[src/rtl/tpp_pkg.sv]
package tpp_pkg;

    // State held by one C-element stage: its output level and the
    // one-cycle strobe marking a fresh toggle of that level.
    typedef struct packed {
        logic lvl;
        logic cap;
    } tpp_stage_t;

endpackage

[src/rtl/tpp_sampler.sv]
module tpp_sampler #(
    parameter int DEPTH = 1
) (
    input  logic clk,
    input  logic rst,
    input  logic req_raw,
    input  logic ack_raw,
    output logic req_s,
    output logic ack_s
);

    typedef struct packed {
        logic [DEPTH-1:0] req;
        logic [DEPTH-1:0] ack;
    } smp_t;

    smp_t smp_d, smp_q;

    always_comb begin
        smp_d        = smp_q;
        smp_d.req[0] = req_raw;
        smp_d.ack[0] = ack_raw;
        for (int i = 1; i < DEPTH; i++) begin
            smp_d.req[i] = smp_q.req[i-1];
            smp_d.ack[i] = smp_q.ack[i-1];
        end
    end

    always_ff @(posedge clk) begin
        if (rst) smp_q <= '0;
        else     smp_q <= smp_d;
    end

    assign req_s = smp_q.req[DEPTH-1];
    assign ack_s = smp_q.ack[DEPTH-1];

    // sampled wires start from 0 after reset
    p_sampler_reset_r1: assert property (@(posedge clk) rst |=> (req_s == 1'b0 && ack_s == 1'b0));

endmodule

[src/rtl/tpp_stage.sv]
module tpp_stage (
    input  logic clk,
    input  logic rst,
    input  logic pred_i,
    input  logic succ_i,
    output logic lvl_o,
    output logic cap_o
);

    import tpp_pkg::*;

    tpp_stage_t st_d, st_q;

    always_comb begin
        st_d = st_q;
        // C-element: inputs are the predecessor and the inverted successor
        if (pred_i == !succ_i) begin
            st_d.lvl = pred_i;
        end
        st_d.cap = st_d.lvl ^ st_q.lvl;
    end

    always_ff @(posedge clk) begin
        if (rst) st_q <= '0;
        else     st_q <= st_d;
    end

    assign lvl_o = st_q.lvl;
    assign cap_o = st_q.cap;

    // reset clears level and strobe
    p_stage_reset_r1: assert property (@(posedge clk) rst |=> (lvl_o == 1'b0 && cap_o == 1'b0));

    // a change follows disagreeing neighbours and copies the predecessor
    p_fire_rule_r2: assert property (@(posedge clk) disable iff (rst)
        (!$past(rst) && lvl_o != $past(lvl_o)) |-> ($past(pred_i) != $past(succ_i) && lvl_o == $past(pred_i)));

    // equal neighbour levels mean the stage holds
    p_hold_rule_r2: assert property (@(posedge clk) disable iff (rst)
        (!$past(rst) && $past(pred_i) == $past(succ_i)) |-> $stable(lvl_o));

    // strobe marks exactly the cycles with a new level
    p_cap_pulse_r8: assert property (@(posedge clk) disable iff (rst)
        !$past(rst) |-> (cap_o == (lvl_o != $past(lvl_o))));

endmodule

[src/rtl/tpp_elastic_pipe.sv]
module tpp_elastic_pipe #(
    parameter int STAGES     = 3,
    parameter int SYNC_DEPTH = 1
) (
    input  logic              clk,
    input  logic              rst,
    input  logic              req_in,
    output logic              ack_in,
    output logic              req_out,
    input  logic              ack_out,
    output logic [STAGES-1:0] full,
    output logic [STAGES-1:0] capture
);

    localparam int LAST = STAGES - 1;

    logic              req_s;
    logic              ack_s;
    logic [STAGES-1:0] lvl;
    logic [STAGES-1:0] pred_v;
    logic [STAGES-1:0] succ_v;

    tpp_sampler #(.DEPTH(SYNC_DEPTH)) u_sampler (
        .clk     (clk),
        .rst     (rst),
        .req_raw (req_in),
        .ack_raw (ack_out),
        .req_s   (req_s),
        .ack_s   (ack_s)
    );

    always_comb begin
        for (int i = 0; i < STAGES; i++) begin
            pred_v[i] = (i == 0)    ? req_s : lvl[(i == 0) ? 0 : i-1];
            succ_v[i] = (i == LAST) ? ack_s : lvl[(i == LAST) ? LAST : i+1];
            full[i]   = lvl[i] ^ succ_v[i];
        end
    end

    for (genvar g = 0; g < STAGES; g++) begin : g_stage
        tpp_stage u_stage (
            .clk    (clk),
            .rst    (rst),
            .pred_i (pred_v[g]),
            .succ_i (succ_v[g]),
            .lvl_o  (lvl[g]),
            .cap_o  (capture[g])
        );
    end

    assign ack_in  = lvl[0];
    assign req_out = lvl[LAST];

    // no occupancy after reset
    p_full_reset_r1: assert property (@(posedge clk) rst |=> (full == '0));

    // an occupied last stage keeps its request until acknowledged
    p_last_held_r5: assert property (@(posedge clk) disable iff (rst)
        full[LAST] |=> $stable(req_out));

    // an occupied first stage refuses further input events
    p_first_held_r5: assert property (@(posedge clk) disable iff (rst)
        full[0] |=> $stable(ack_in));

endmodule

[config.mk]
export PLATFORM = sky130hd
export DESIGN_NAME = tpp_elastic_pipe
export DESIGN_NICKNAME = d
export VERILOG_FILES = /design/src/rtl/tpp_pkg.sv /design/src/rtl/tpp_sampler.sv /design/src/rtl/tpp_stage.sv /design/src/rtl/tpp_elastic_pipe.sv
export SDC_FILE = /design/constraint.sdc
export NUM_CORES = 1
export LEC_CHECK = 0
export CORE_AREA = 2 2 39 41
export DETAILED_ROUTE_END_ITERATION = 8
export DIE_AREA = 0 0 41 43
export PLACE_DENSITY = 0.59
export REMOVE_ABC_BUFFERS = 1
export SYNTH_ARGS = -nofsm -noshare
export SYNTH_HDL_FRONTEND = slang
export SYNTH_HIERARCHICAL = 1
export SYNTH_SLANG_ARGS = --single-unit
[constraint.sdc]
create_clock -name clk -period 2.8 [get_ports clk]
set_input_delay 0.28 -clock clk [delete_from_list [all_inputs] [get_ports clk]]
set_output_delay 0.28 -clock clk [all_outputs]
set_load 0.02 [all_outputs]
Word level (Yosys, flattened, before mapping)
Index checks and enable logic that the tools add are counted.

storage, ports and cells
  flip-flop bits (word level) = 8
  input bits = 4
  output and inout port bits = 8
  logic and storage cells = 23

cells by class
  equality and inequality tests = 3
  mux-type cells = 3
  bitwise operators = 6
  reductions and logical operators = 3

operators with widths
  operator          number
  $xor A1 B1 Y1     6
  $eq A1 B1 Y1      3
  $logic_not A1 Y1  3
  $mux W1           3

Longest topological paths before layout
Gate-level depths: netlist (run 1).

  word-level depth = 4
  depth in mapped cells = 2
  mapped depth without buffers = 2

Hierarchy
Netlist (run 1), hierarchy kept.

by module, submodules not included
  module            instances  cells each  area each (um^2)  seq. area each (um^2)
  tpp_stage         3          9           90.1              40.0
  tpp_sampler       1          4           52.6              40.0
  tpp_elastic_pipe  1          3           26.3              0.0

Worst setup path before layout (run 1)
No wires, ideal clock.

  path type = register -> output
  from = reg g_stage[2].u_stage.st_q, in the netlist g_stage[2].u_stage/lvl_o
  to = out full[1]
  arrival time = 969 ps
  data required time = 2520 ps
  slack = 1551 ps
  stages on the path, launching flop included = 2
  buffers on the path = 0
  cells stage by stage = dfxtp_1 xor2_1

between the ends
  word-level cells in the longest chain between the ends = 1

RTL lines
  element                 line                    source
  start, declared         tpp_stage.sv:12         tpp_stage_t st_d, st_q;
  start signal, assigned  tpp_stage.sv:25         else st_q <= st_d;
  $xor A1 B1 Y1           tpp_elastic_pipe.sv:36  full[i] = lvl[i] ^ succ_v[i];
  end, declared           tpp_elastic_pipe.sv:11  output logic [STAGES-1:0] full,

Every way passes these cells.

Worst setup path after layout (run 1)
  from = reg g_stage[1].u_stage.st_q, in the netlist g_stage[1].u_stage/lvl_o
  to = out full[1]

between the ends
  word-level cells in the longest chain between the ends = 1

RTL lines
  element                 line
  start, declared         tpp_stage.sv:12
  start signal, assigned  tpp_stage.sv:25
  $xor A1 B1 Y1           tpp_elastic_pipe.sv:36

Every way passes these cells.

==> impl_metrics.toml, run 1 <==
[grt]
overflow = 0
grt_max_degree = 14
antenna_found_initial = 0
gr-usage-all-layers = 0.0774
grt_pass1_vias = 188
grt_pass1_wl_um = 814

[clocking]
clk_latency_ns = 0.25
path_clk_slew_ns = 0.06
cts_setup_buffers = 0
cts_root_buffer = "clkbuf_4"
ctsHtreeMaxLevel = 1
cts_resized = 0
cts_hold_buf = 0
numCtsBuffers = 3
clock-sinks = 8
cts_tree = "yes"
clockBufferDepth = 2

[synthesis]
synth_seq_cells = 8
ys_types = 8
synthCells = 34
yosys_warnings = 6
ys_top_cells_by_count = "8 x dfxtp_1, 6 x nand2b_1, 5 x nor2b_1"
synthFlopType = "dfxtp_1"
yosysTopAreaCell = "dfxtp_1"
synth.top_cell.area_share = 0.459
synth_area_per_cell_um2 = 10.3
synth-edff-count = 0
ys_seq_area_frac = 0.459
synth.most_common_cell = "dfxtp_1"
synthArstFlopShare = 0
synth.area.top_cells = "dfxtp_1 46%, nand2b_1 11%, nor2b_1 9.0%"
syn_area_um2 = 349

[floorplanning]
die_w_um = 41
io_pins = 12
core_area_mm2 = 0.00138
initial_core_util = 0.252
dieArea_mm2 = 0.00176
rows = 14
die_h_um = 43

[setup_path]
criticalPathCategory = "register to output port"
worstPathMaxFanout = 13
path_cells = "xor2_1 > clkdlybuf4s50_1"
cp.arrival_ns = 1.61
critPathRequiredTime_ns = 2.52
slowest_stage = "clkdlybuf4s50_1"
ff2ff_path_depth = 2
start_kind = "register"
crit_path_end_kind = "output port"
critPathMaxStageDelay_ns = 0.62

[min_path]
hold_depth = 2
hold_path.class = "register to register"

[pwr]
ir_drop_mv = 0.224
power_density_mw_per_mm2 = 593
leakage_nw = 0.182
power_mw = 0.297

[run]
drv_cap = 0

[cells_and_area]
n_fill_cell = 151
utilization = 0.363
syn2layout_area_growth_pct = 43.7
final_layout_size_suffix_gt1_frac = 0.125
n_antenna_cell = 0
finish.net_count = 54

[timing]
hold_viol_final = 0
tns_ns = 0
fmax_mhz = 530
setup_violations = 0
finalCritPeriodShare = 0.674
tightest_slew_ns = 0.415
period_minus_slack_ns = 1.89
rsz0062_at_grt = "no"
slew_violations = 0
skew_ns = 0.00420
max_slew_margin = 0.722

[drt]
drc = 0
vias = 273
antenna_left = 0
drt-initial-drc-count = 3
dr.pass1.iters = 3
vias_per_cell = 4.27
routedWlPerCell_um = 8.97
wl_um = 574

[placed_design]
gp_congestion = 0.623
portBuffers = 11

[outcome]
status = "finished, final reports clean"
## stage by stage
| stage | instance area, µm² | worst slack (ns) | cells | hold slack [ns] |
|---|---|---|---|---|
| finish | 502 | 0.913 | 64 | 0.496 |
| global route | 502 | 0.820 | 64 | 0.513 |
| CTS | 502 | 0.896 | 64 | 0.491 |
| global placement | 479 | 1.19 | 61 | 0.474 |
| floorplan | 349 | 1.55 | 34 | 0.342 |
| detailed placement | 479 | 1.18 | 61 | 0.482 |
## flip-flops by register name, indices dropped and copies added (netlist names)
register	cells
g_stage.u_stage/cap_o	3
u_sampler/ack_s	1
u_sampler/req_s	1
g_stage.u_stage/lvl_o	3
## cells in the final DEF (no fill, tap or decap), drive strengths merged
cell type	count
clkdlybuf4s50	11
dfxtp	8
nand2b	6
nor2b	5
xor2	3
clkbuf	3
or3b	3
nand3b	3
a21oi	3
o22ai	3
## power by group
part	switching [mW]	internal (mW)	leakage, nW	total [mW]
Sequential	0.0138	0.123	0.0658	0.137
Clock	0.0376	0.0489	0.0138	0.0866
Combinational	0.0325	0.0415	0.103	0.0740
Total	0.0839	0.213	0.182	0.297
## path summary, 6_finish.rpt
check | start | to | slack [ns]
max reg2reg | g_stage[1].u_stage/lvl_o | g_stage[2].u_stage/cap_o | 1.66
min | u_sampler/req_s | g_stage[0].u_stage/lvl_o | 0.50
min reg2reg | u_sampler/req_s | g_stage[0].u_stage/lvl_o | 0.50
max | g_stage[1].u_stage/lvl_o | full[1] | 0.91
## cell families after synthesis
| logic type | count (synthesis) | share of synthesized area |
|---|---|---|
| AOI/OAI and AO/OA | 6 | 0.129 |
| xor gates and xnor gates | 3 | 0.0753 |
| DFF | 8 | 0.459 |
| and+or+nand+nor | 17 | 0.337 |
## worst max-delay path: cells and delay by family, from the launching register on
family / cells / cell delay (ns)
flops: 1 / 0.55
buf+inv: 1 / 0.62
xor+xnor: 1 / 0.19
## layout make-up
type / instances / area, µm² / area share
flip-flops and latches: 8 / 160 / 0.319
clock buffers: 3 / 22.5 / 0.0449
repair buffers: 11 / 110 / 0.219
well taps: 16 / 20.0 / 0.0399
multi-input cells: 26 / 189 / 0.377
## routing by layer
layer | up-vias | global-route usage | share of wire
li1 | 146 | - | -
met1 | 117 | 0.0839 | 0.51
met2 | 8 | 0.0844 | 0.42
met3 | 2 | 0.0628 | 0.049
met4 | 0 | 0.0800 | 0.014
met5 | - | 0 | 0
Power figures use the tool's default switching activity.
==> run 2, diff against run 1 <==
PLACE_DENSITY = 0.61   (was 0.59)
clock period = 1.7 ns   (was 2.8 ns; I/O delays follow)
==> impl_metrics.toml, run 2 (synthesis gave the netlist of run 1 again) <==
[drt]
vias = 275
vias_per_cell = 4.17
drt-initial-drc-count = 0
antenna_left = 0
routedWlPerCell_um = 9.12
wl_um = 602
drc = 0
dr.pass1.iters = 1

[outcome]
status = "finished, final reports clean"

[run]
drv_cap = 0

[timing]
slew_violations = 0
hold_ws_ns = 0.469
hold_viol_final = 0
skew_ns = 0.00267
period_minus_slack_ns = 1.51
layout_setup_ws_ns = 0.193
fmax_mhz = 664
finalCritPeriodShare = 0.886
tightest_slew_ns = 0.445
rsz0062_at_grt = "no"
max_slew_margin = 0.703
tns_ns = 0
setup_violations = 0

[pwr]
seqPwrFrac = 0.440
p_sw_mw = 0.141
swShare = 0.284
clkPwrFrac = 0.290
p_comb_frac = 0.270
p_int_mw = 0.356
power_mw = 0.497
leakage_nw = 0.235
ir_drop_mv = 0.281
power_density_mw_per_mm2 = 946

[clocking]
clock-sinks = 8
numCtsBuffers = 3
path_clk_slew_ns = 0.06
clk_latency_ns = 0.25
cts_root_buffer = "clkbuf_4"
clockBufferDepth = 2
cts_tree = "yes"
ctsHtreeMaxLevel = 1

[floorplanning]
io_pins = 12
die_w_um = 41
initial_core_util = 0.252
core_area_mm2 = 0.00138
dieArea_mm2 = 0.00176
rows = 14
die_h_um = 43

[placed_design]
hpwlAfterDp_um = 408
place_ws_ns = 0.247
dp_cells = 63
postPlaceCellArea_um2 = 494
gp_congestion = 0.611
portBuffers = 11

[cells_and_area]
layout.cells.non_filler = 66
utilization = 0.380
n_antenna_cell = 0
finish.net_count = 56
layout_common_cells = "8 x clkdlybuf4s50_1, 7 x dfxtp_1, 6 x nand2b_1"
layout_commonest_cell = "clkdlybuf4s50_1"
final_layout_size_suffix_gt1_frac = 0.180
stdcell_area_um2 = 526
syn2layout_area_growth_pct = 50.5

[setup_path]
worstPathMaxFanout = 8
path_cells = "buf_4 > clkdlybuf4s50_1"
critPathMaxStageDelay_ns = 0.60
start_kind = "register"
critPathRequiredTime_ns = 1.53
cp.arrival_ns = 1.34
slowest_stage = "clkdlybuf4s50_1"
reg2reg_from = "g_stage[1].u_stage/lvl_o"
criticalPathCategory = "register to output port"
r2r_end = "g_stage[2].u_stage/cap_o"
crit_path_end_kind = "output port"
ff2ff_path_depth = 3
rrSetupSlack_ns = 0.52

[min_path]
hold_path.class = "input port to register"
hold_depth = 2
min-delay-start = "ack_out"
min_to = "u_sampler/ack_s"

[grt]
grt_pass1_vias = 218
gr-usage-all-layers = 0.0834
grt_pass1_wl_um = 959
antenna_found_initial = 0
overflow = 0
grt_max_degree = 12
## run 2: cell count changes in the layout (fill, tap and decap cells not counted)
cell / before / now
dfxtp_1: 8 / 7
buf_4: 0 / 2
clkdlybuf4s50_1: 11 / 8
dfxtp_2: 0 / 1
dlymetal6s2s_1: 0 / 3
## run 2: repair_timing
action / 4_1_cts / 5_1_grt
gates resized for setup: 1 / 3
endpoints found under the setup margin: 2 / 3
hold buffers: 0 / 0
pin swaps: 0 / 0
buffers inserted: 0 / 0
## run 2: layout make-up
class	instances	area (µm²)
repair buffers	13	133
fillers	146	858
clock buffers	3	22.5
well taps	16	20.0
multi-input cells	26	189
flip-flops and latches	8	161
## run 2: power by group through the flow
stage / Combinational (mW) / Clock (mW) / Sequential (mW)
floorplan: 0.0553 / 0 / 0.237
global placement: 0.137 / 0 / 0.222
detailed placement: 0.138 / 0 / 0.222
CTS: 0.138 / 0.151 / 0.219
global route: 0.146 / 0.160 / 0.222
finish: 0.134 / 0.144 / 0.219
## run 2: how the worst max path moves through the flow
stage / start / end / slack (ns) / cells past startpoint
2_1_floorplan: g_stage[2].u_stage/lvl_o / full[1] / 0.56 / 1
3_3_place_gp: g_stage[2].u_stage/lvl_o / full[2] / 0.26 / 2
3_5_place_dp: g_stage[2].u_stage/lvl_o / full[1] / 0.25 / 2
4_1_cts: g_stage[1].u_stage/lvl_o / full[0] / 0.03 / 2
5_1_grt: g_stage[0].u_stage/lvl_o / ack_in / 0.13 / 2
6_report: g_stage[0].u_stage/lvl_o / ack_in / 0.19 / 2
## run 2: worst max-delay path: cells and delay by family, from the launching register on
kind     cells  cell delay, ns
buf+inv      2            0.75
flops        1            0.34
## run 2: layer usage
metal,track usage,share of wire,vias up
li1,-,-,151
met3,0.0366,0.075,0
met2,0.0969,0.41,8
met4,0.0800,0,0
met1,0.106,0.52,116
met5,0,0,-
==> run 3, diff against run 2 <==
HOLD_SLACK_MARGIN = 0.05   (was default)
PLACE_DENSITY = default   (was 0.61)
==> impl_metrics.toml, run 3 (synthesis gave the netlist of run 1 again) <==
[outcome]
status = "finished, final reports clean"

[setup_path]
reg2reg_from = "g_stage[1].u_stage/lvl_o"
rrSetupSlack_ns = 0.61
critPathRequiredTime_ns = 1.53
critPathCapture = "full[1]"
r2r_end = "g_stage[2].u_stage/cap_o"
cp-startpoint = "g_stage[2].u_stage/lvl_o"
worstPathMaxFanout = 11
cp.arrival_ns = 1.46
criticalPathCategory = "register to output port"
crit_path_end_kind = "output port"
start_kind = "register"
ff2ff_path_depth = 3

[timing]
tns_ns = 0
max_slew_margin = 0.724
finalCritPeriodShare = 0.960
setup_violations = 0
tightest_slew_ns = 0.412
fmax_mhz = 612
slew_violations = 0
hold_viol_final = 0
period_minus_slack_ns = 1.63
layout_setup_ws_ns = 0.0673
skew_ns = 0.00504
rsz0062_at_grt = "no"
hold_ws_ns = 0.471

[drt]
routedWlPerCell_um = 9.38
wl_um = 610
vias_per_cell = 4.29
drc = 0
drt-initial-drc-count = 4
antenna_left = 0
dr.pass1.iters = 3
vias = 279

[floorplanning]
initial_core_util = 0.252
dieArea_mm2 = 0.00176
die_w_um = 41
core_area_mm2 = 0.00138
rows = 14
io_pins = 12
die_h_um = 43

[placed_design]
portBuffers = 11
postPlaceCellArea_um2 = 487
dp_cells = 62
hpwlAfterDp_um = 427
place_ws_ns = 0.243
gp_congestion = 0.676

[grt]
overflow = 0
grt_pass1_vias = 237
grt_max_degree = 12
gr-usage-all-layers = 0.0894
grt_pass1_wl_mm = 1.01
antenna_found_initial = 0

[clocking]
ctsHtreeMaxLevel = 1
cts_tree = "yes"
numCtsBuffers = 3
clock-sinks = 8
path_clk_slew_ns = 0.06
clockBufferDepth = 2
clk_latency_ns = 0.25
cts_root_buffer = "clkbuf_4"

[cells_and_area]
stdcell_area_um2 = 513
layout_commonest_cell = "clkdlybuf4s50_1"
finish.net_count = 55
utilization = 0.371
final_layout_size_suffix_gt1_frac = 0.204
n_antenna_cell = 0
syn2layout_area_growth_pct = 47.0
layout.cells.non_filler = 65
layout_common_cells = "11 x clkdlybuf4s50_1, 6 x nand2b_1, 5 x nor2b_1, 5 x dfxtp_1"

[run]
drv_cap = 0

[pwr]
power_mw = 0.499
ir_drop_mv = 0.416
leakage_nw = 0.189
power_density_mw_per_mm2 = 973

[min_path]
hold_path.class = "input port to register"
## run 3: timing repair
item / 4_1_cts / 5_1_grt
gates resized for setup: 2 / 1
hold buffers: 0 / 0
endpoints found under the setup margin: 3 / 1
setup buffers: 0 / 0
## run 3: worst min path at each step
stage                          from                  endpoint  slack [ns]  cells after the start
floorplan                       rst  g_stage[0].u_stage/cap_o        0.23                      1
global placement    u_sampler/req_s  g_stage[0].u_stage/lvl_o        0.47                      2
detailed placement  u_sampler/req_s  g_stage[0].u_stage/lvl_o        0.48                      2
CTS                          req_in           u_sampler/req_s        0.47                      2
global route                ack_out           u_sampler/ack_s        0.47                      2
finish                       req_in           u_sampler/req_s        0.47                      2
## run 3: where the power goes
part / switching [mW] / internal, mW / total [mW]
sequential: 0.0210 / 0.204 / 0.225
combinational: 0.0564 / 0.0719 / 0.128
clock: 0.0649 / 0.0808 / 0.146
total: 0.142 / 0.357 / 0.499
## run 3: area by class of cell
class | instances | area (µm²)
multi-input cells | 26 | 189
well taps | 16 | 20.0
clock buffers | 3 | 22.5
fillers | 158 | 871
repair buffers | 12 | 118
flip-flops and latches | 8 | 164
## run 3: critical path, stage by stage (launching register included)
cell and delay (ns):
dfxtp_2 0.43, xor2_1 0.16, clkdlybuf4s50_1 0.62
## run 3: routing by layer
| layer | GRT usage | wire [µm] |
|---|---|---|
| met5 | 0 | 0 |
| met1 | 0.116 | 303 |
| met4 | 0.100 | 18 |
| met3 | 0.0314 | 38 |
| met2 | 0.100 | 250 |
